==> src/rtl/alarm_pkg.sv <==
package alarm_pkg;
  localparam int BCD_W  = 8;
  localparam int DAYS   = 7;
  localparam int DOW_W  = $clog2(DAYS + 1);

  typedef struct packed {
    logic [BCD_W-1:0] hour;
    logic [BCD_W-1:0] minute;
  } hm_t;
endpackage

==> src/rtl/alarm_match.sv <==
module alarm_match
  import alarm_pkg::*;
#(
  parameter bit MASKED = 1'b1
) (
  input  logic             tick,
  input  hm_t              now_hm,
  input  logic [DOW_W-1:0] now_dow,
  input  hm_t              set_hm,
  input  logic [DAYS-1:0]  set_days,
  output logic             hit
);
  localparam int SLOTS = 1 << DOW_W;
  localparam int PAD   = SLOTS - DAYS;

  logic [SLOTS-1:0] day_ok_vec;
  logic             time_eq;

  // Unused weekday slots match only for an unmasked (daily) alarm
  assign day_ok_vec = {{PAD{!MASKED}}, set_days};
  assign time_eq    = (now_hm == set_hm);
  assign hit        = tick && time_eq && day_ok_vec[now_dow];
endmodule

==> src/rtl/alarm_latch.sv <==
module alarm_latch (
  input  logic clk,
  input  logic rst_n,
  input  logic en,
  input  logic hit,
  input  logic clr,
  output logic flag,
  output logic irq_n
);
  always_ff @(posedge clk) begin
    if (!rst_n)          flag <= 1'b0;
    else if (hit && en)  flag <= 1'b1;   // a fresh event wins over a clear
    else if (clr)        flag <= 1'b0;
  end

  assign irq_n = !(flag && en);
endmodule

==> src/rtl/alarm_pair_top.sv <==
module alarm_pair_top
  import alarm_pkg::*;
(
  input  logic             clk,
  input  logic             rst_n,
  input  logic             minute_tick,
  input  logic [BCD_W-1:0] now_hour,
  input  logic [BCD_W-1:0] now_min,
  input  logic [DOW_W-1:0] now_dow,
  input  logic             week_en,
  input  logic [BCD_W-1:0] week_hour,
  input  logic [BCD_W-1:0] week_min,
  input  logic [DAYS-1:0]  week_days,
  input  logic             week_clr,
  input  logic             day_en,
  input  logic [BCD_W-1:0] day_hour,
  input  logic [BCD_W-1:0] day_min,
  input  logic             day_clr,
  output logic             week_flag,
  output logic             day_flag,
  output logic             week_irq_n,
  output logic             day_irq_n
);
  localparam int NCH = 2;  // channel 0 weekly, channel 1 daily

  hm_t             now_hm;
  hm_t             set_hm [NCH];
  logic [DAYS-1:0] days   [NCH];
  logic [NCH-1:0]  en_v, clr_v, hit_v, flag_v, irq_v;

  assign now_hm    = '{hour: now_hour, minute: now_min};
  assign set_hm[0] = '{hour: week_hour, minute: week_min};
  assign set_hm[1] = '{hour: day_hour, minute: day_min};
  assign days[0]   = week_days;
  assign days[1]   = '1;
  assign en_v      = {day_en, week_en};
  assign clr_v     = {day_clr, week_clr};

  for (genvar c = 0; c < NCH; c++) begin : g_ch
    alarm_match #(.MASKED(c == 0)) u_match (
      .tick     (minute_tick),
      .now_hm   (now_hm),
      .now_dow  (now_dow),
      .set_hm   (set_hm[c]),
      .set_days (days[c]),
      .hit      (hit_v[c])
    );
    alarm_latch u_latch (
      .clk   (clk),
      .rst_n (rst_n),
      .en    (en_v[c]),
      .hit   (hit_v[c]),
      .clr   (clr_v[c]),
      .flag  (flag_v[c]),
      .irq_n (irq_v[c])
    );
  end

  assign week_flag  = flag_v[0];
  assign day_flag   = flag_v[1];
  assign week_irq_n = irq_v[0];
  assign day_irq_n  = irq_v[1];
endmodule

==> config.mk <==
export PLATFORM = sky130hd
export DESIGN_NAME = alarm_pair_top
export DESIGN_NICKNAME = d
export VERILOG_FILES = /design/src/rtl/alarm_pkg.sv /design/src/rtl/alarm_match.sv /design/src/rtl/alarm_latch.sv /design/src/rtl/alarm_pair_top.sv
export SDC_FILE = /design/constraint.sdc
export NUM_CORES = 1
export LEC_CHECK = 0
export ABC_CLOCK_PERIOD_IN_PS = 1450
export BUFFER_PORTS_ARGS = -buffer_cell sky130_fd_sc_hd__buf_2
export CELL_PAD_IN_SITES_DETAIL_PLACEMENT = 0
export CELL_PAD_IN_SITES_GLOBAL_PLACEMENT = 1
export CORE_ASPECT_RATIO = 1.5
export CORE_UTILIZATION = 18
export CTS_BUF_LIST = sky130_fd_sc_hd__clkbuf_4 sky130_fd_sc_hd__clkbuf_8 sky130_fd_sc_hd__clkbuf_16
export CTS_CLUSTER_SIZE = 24
export DETAILED_ROUTE_END_ITERATION = 8
export PLACE_DENSITY_LB_ADDON = 0.25
export SLEW_MARGIN = 20
export SYNTH_ARGS = -nofsm -noshare
export SYNTH_HDL_FRONTEND = slang
export SYNTH_SLANG_ARGS = --single-unit
export TNS_END_PERCENT = 5
==> constraint.sdc <==
create_clock -name clk -period 1.45 [get_ports clk]
set_clock_uncertainty 0.2 [all_clocks]
set_input_delay 0 -clock clk [delete_from_list [all_inputs] [get_ports clk]]
set_output_delay 0 -clock clk [all_outputs]
set_load 0.02 [all_outputs]
==> impl_metrics.ini <==
[clock_tree]
htree_levels = 1
library_cell_used_as_clock_root_buffer = clkbuf_4
cts_bufs_inserted = 3
cts.repair_timing.setup_buffer_count = 0
clock_sinks = 2
cts.path.max_buffers = 2
cts_tree = done
worstSkewPairLatency_ns = 0.23
clk_pin_slew_ns = 0.03

[global_route]
grt_antenna_before_repair = 0
globalRoute.totalOverflow = 0
grt_start_max_net_pins = 5
grt_first_pass_wirelength_mm = 2.78
track_usage_pct = 12.8
vias_in_the_first_global_route = 774

[synthesis]
synthDominantCellAreaShare_pct = 28.4
synth_adder_area_share_pct = 0
synth-edff-count = 0
netlist_area_um2 = 494
postSynthRegisterBits = 2
synthXorXnorAreaFrac_pct = 56.7
netlist-cell-type-count = 16
yosys.area.top_type = xnor2_1
dominantRegCellSynth = dfxtp_1
ys_top_cells_by_count = 16 x xnor2_1, 16 x xor2_1, 5 x nand4_1, 4 x nand3b_1
synth_area_per_cell_um2 = 8.10
ys_async_sr_fraction_pct = 0
synth_fp_nets = 126
muxShareOfSynthArea_pct = 6.08
compound_gate_portion_of_the_synthesized_area_pct = 5.06
synth_top_cells_by_area = xnor2_1 28%, xor2_1 28%, dfxtp_1 8.1%
post_synthesis_simple_gate_area_fraction_pct = 24.1
synthesis.yosys.warnings = 0
postSynthCellCount = 61
combinational_family_with_the_most_area_after_synthesis = XOR/XNOR gates
ys_seq_area_share_pct = 8.10

[finish]
num-nets-final = 213
area_growth_pct = 113
flip_flop_count_of_the_largest_register_all_copies_and_words_added = 2
biggest_regs = g_ch.u_latch.flag x2
stdcell_count = 182
register_with_the_most_flip_flops = g_ch.u_latch.flag
antennaDiodeCount = 0
n_fill_cell = 290
proportion_of_layout_cells_with_a_drive_suffix_above_1_pct = 50.0

[timing]
setup_repair_after_global_routing_missed_its_margin = false
achievable-frequency_mhz = 750
worst_slew_pin_slew_ns = 0.260
max-slew-margin-rel_pct = 82.5
finalMaxSlewViolations = 0
final_period_minus_worst_setup_slack_ns = 1.33
hold_violations = 1
hold_slack_ns = -0.0149
fin_crit_sh_pct = 92.0
final-setup-viol-count = 0
totalNegativeSetupSlack_ns = 0

[die]
start_util_pct = 19.5
boundaryPins = 69
placement_rows = 22
core-area_um2 = 2530
die-width_um = 44.8
die_area_um2 = 2960
die_height_um = 66.2

[power_and_ir_drop]
cellPowerDensity_nw_per_um2 = 399
total_power_mw = 0.420
leakage_power_nw = 0.496
worst_ir_drop_vdd_mv = 0.174

[setup_path]
worstReg2RegStart = g_ch[0].u_latch.flag$_SDFFE_PN0P_
required_ns = 1.41
r2r.worst_path.cells = 2
startpoint_type = input port
crit_path_max_incr_delay_ns = 0.55
reg2reg_setup_slack_ns = 0.67
arrival_ns = 1.29
crit_path_max_fanout = 2
worstSetupPathType = in -> reg
crit_family = buffers and inverters
crit_path_end_kind = register
critPathBufInv = 2
timing.rr.end = g_ch[0].u_latch.flag$_SDFFE_PN0P_
timing.critical_path.slowest_stage_cell = dlygate4sd3_1
timing.critical_path.cells = dlygate4sd3_1, buf_2, xor2_1, nor4_2, nand4_1, o21ai_0

[drt]
drc = 0
route.antenna.remaining_nets = 0
num_vias = 763
dr_pass1_iterations = 3
vias_per_std_cell = 4.19
drt_iter0_drcs = 5
routed_wirelength_mm = 1.85
post_dr_wirelength_cell_um = 10.1

[place]
gp_routability_congestion = 0.744
dpl.hpwl_mm = 1.43
placed_cells = 165
port_buffers = 68

[hold_path]
worstHoldStart = day_min[3]
hold_path_end = g_ch[1].u_latch.flag$_SDFFE_PN0P_
worst_min_delay_path_class = in -> reg
min_path_cells = 5

[run_status]
outcome = finished, violations left
failing_checks = hold timing

[run]
max_cap_violations = 0
## stage by stage
step           cell area (µm²)  hold WS [ns]  utilization, %  worst slack, ns
6_report                  1050       -0.0149            41.6            0.116
5_1_grt                   1050        0.0355            41.6           0.0122
4_1_cts                   1040      -0.00176            41.2           0.0124
3_5_place_dp               880        0.0734            34.7            0.127
3_3_place_gp               880        0.0773            34.7            0.144
2_1_floorplan              494       -0.0784               -            0.355
## kinds of logic (layout without fill, tap and decap cells)
kind of cell	Yosys count	after routing
AOI/OAI and AO/OA	4	4
xor gates and xnor gates	32	32
buffers and inverters	0	85
DFF	2	2
muxes	3	3
and+or+nand+nor	20	20
## cell type report
cell class	count	area (µm²)	share of cell area, %
clock buffers	3	22.5	2.14
multi-input cells	59	464	44.1
flip-flops and latches	2	40.0	3.80
well taps	36	45.0	4.28
repair buffers	82	480	45.7
## tightest hold or removal path, cell delays in order
cell and delay (ns):
buf_2 0.08, xnor2_1 0.05, nand4_1 0.07, or4_4 0.11, o21ai_1 0.04
## per-layer routing
metal | part of all wire, % | GRT usage, %
met5 | 0 | 0
met4 | 1.8 | 6.82
met3 | 7.6 | 0.820
met2 | 57 | 26.8
met1 | 33 | 10.9
## cell usage in the layout, fill, tap and decap left out
master / Yosys / final
nor3_1: 1 / 1
o21ai_0: 1 / 1
a211oi_1: 1 / 1
nand3b_1: 4 / 4
nor4_1: 3 / 2
nand2_1: 2 / 2
or4_4: 0 / 1
nor4_2: 0 / 1
dfxtp_1: 2 / 2
nand3_1: 3 / 3
xnor2_1: 16 / 16
o21ai_1: 1 / 1
dlygate4sd3_1: 0 / 14
nor2_1: 1 / 1
nand4_1: 5 / 5
xor2_1: 16 / 16
buf_2: 0 / 68
o211ai_1: 1 / 1
clkbuf_4: 0 / 3
mux2i_1: 3 / 3
## how the worst max path moves through the flow
stage               start                                end  slack (ns)  cells after the start
2_1_floorplan  day_min[6]  g_ch[1].u_latch.flag$_SDFFE_PN0P_        0.35                      4
3_3_place_gp   now_min[1]  g_ch[1].u_latch.flag$_SDFFE_PN0P_        0.14                      5
3_5_place_dp   now_min[1]  g_ch[1].u_latch.flag$_SDFFE_PN0P_        0.13                      5
4_1_cts          week_clr  g_ch[0].u_latch.flag$_SDFFE_PN0P_        0.01                      5
5_1_grt        now_min[0]  g_ch[0].u_latch.flag$_SDFFE_PN0P_        0.01                      6
6_report       now_min[0]  g_ch[0].u_latch.flag$_SDFFE_PN0P_        0.12                      6
## power breakdown
part | leakage, nW | internal (mW) | switching (mW)
clock network | 0.0138 | 0.0914 | 0.0347
registers | 0.0161 | 0.0555 | 0.000000251
logic | 0.466 | 0.146 | 0.0918
## timing repair
item | 4_1_cts | 5_1_grt
endpoints found under the setup margin | 0 | 2
resized for setup | 0 | 2
hold buffers | 14 | 1
hold endpoints to repair | 2 | 1
Note: power is estimated with default switching activity, not from simulation.
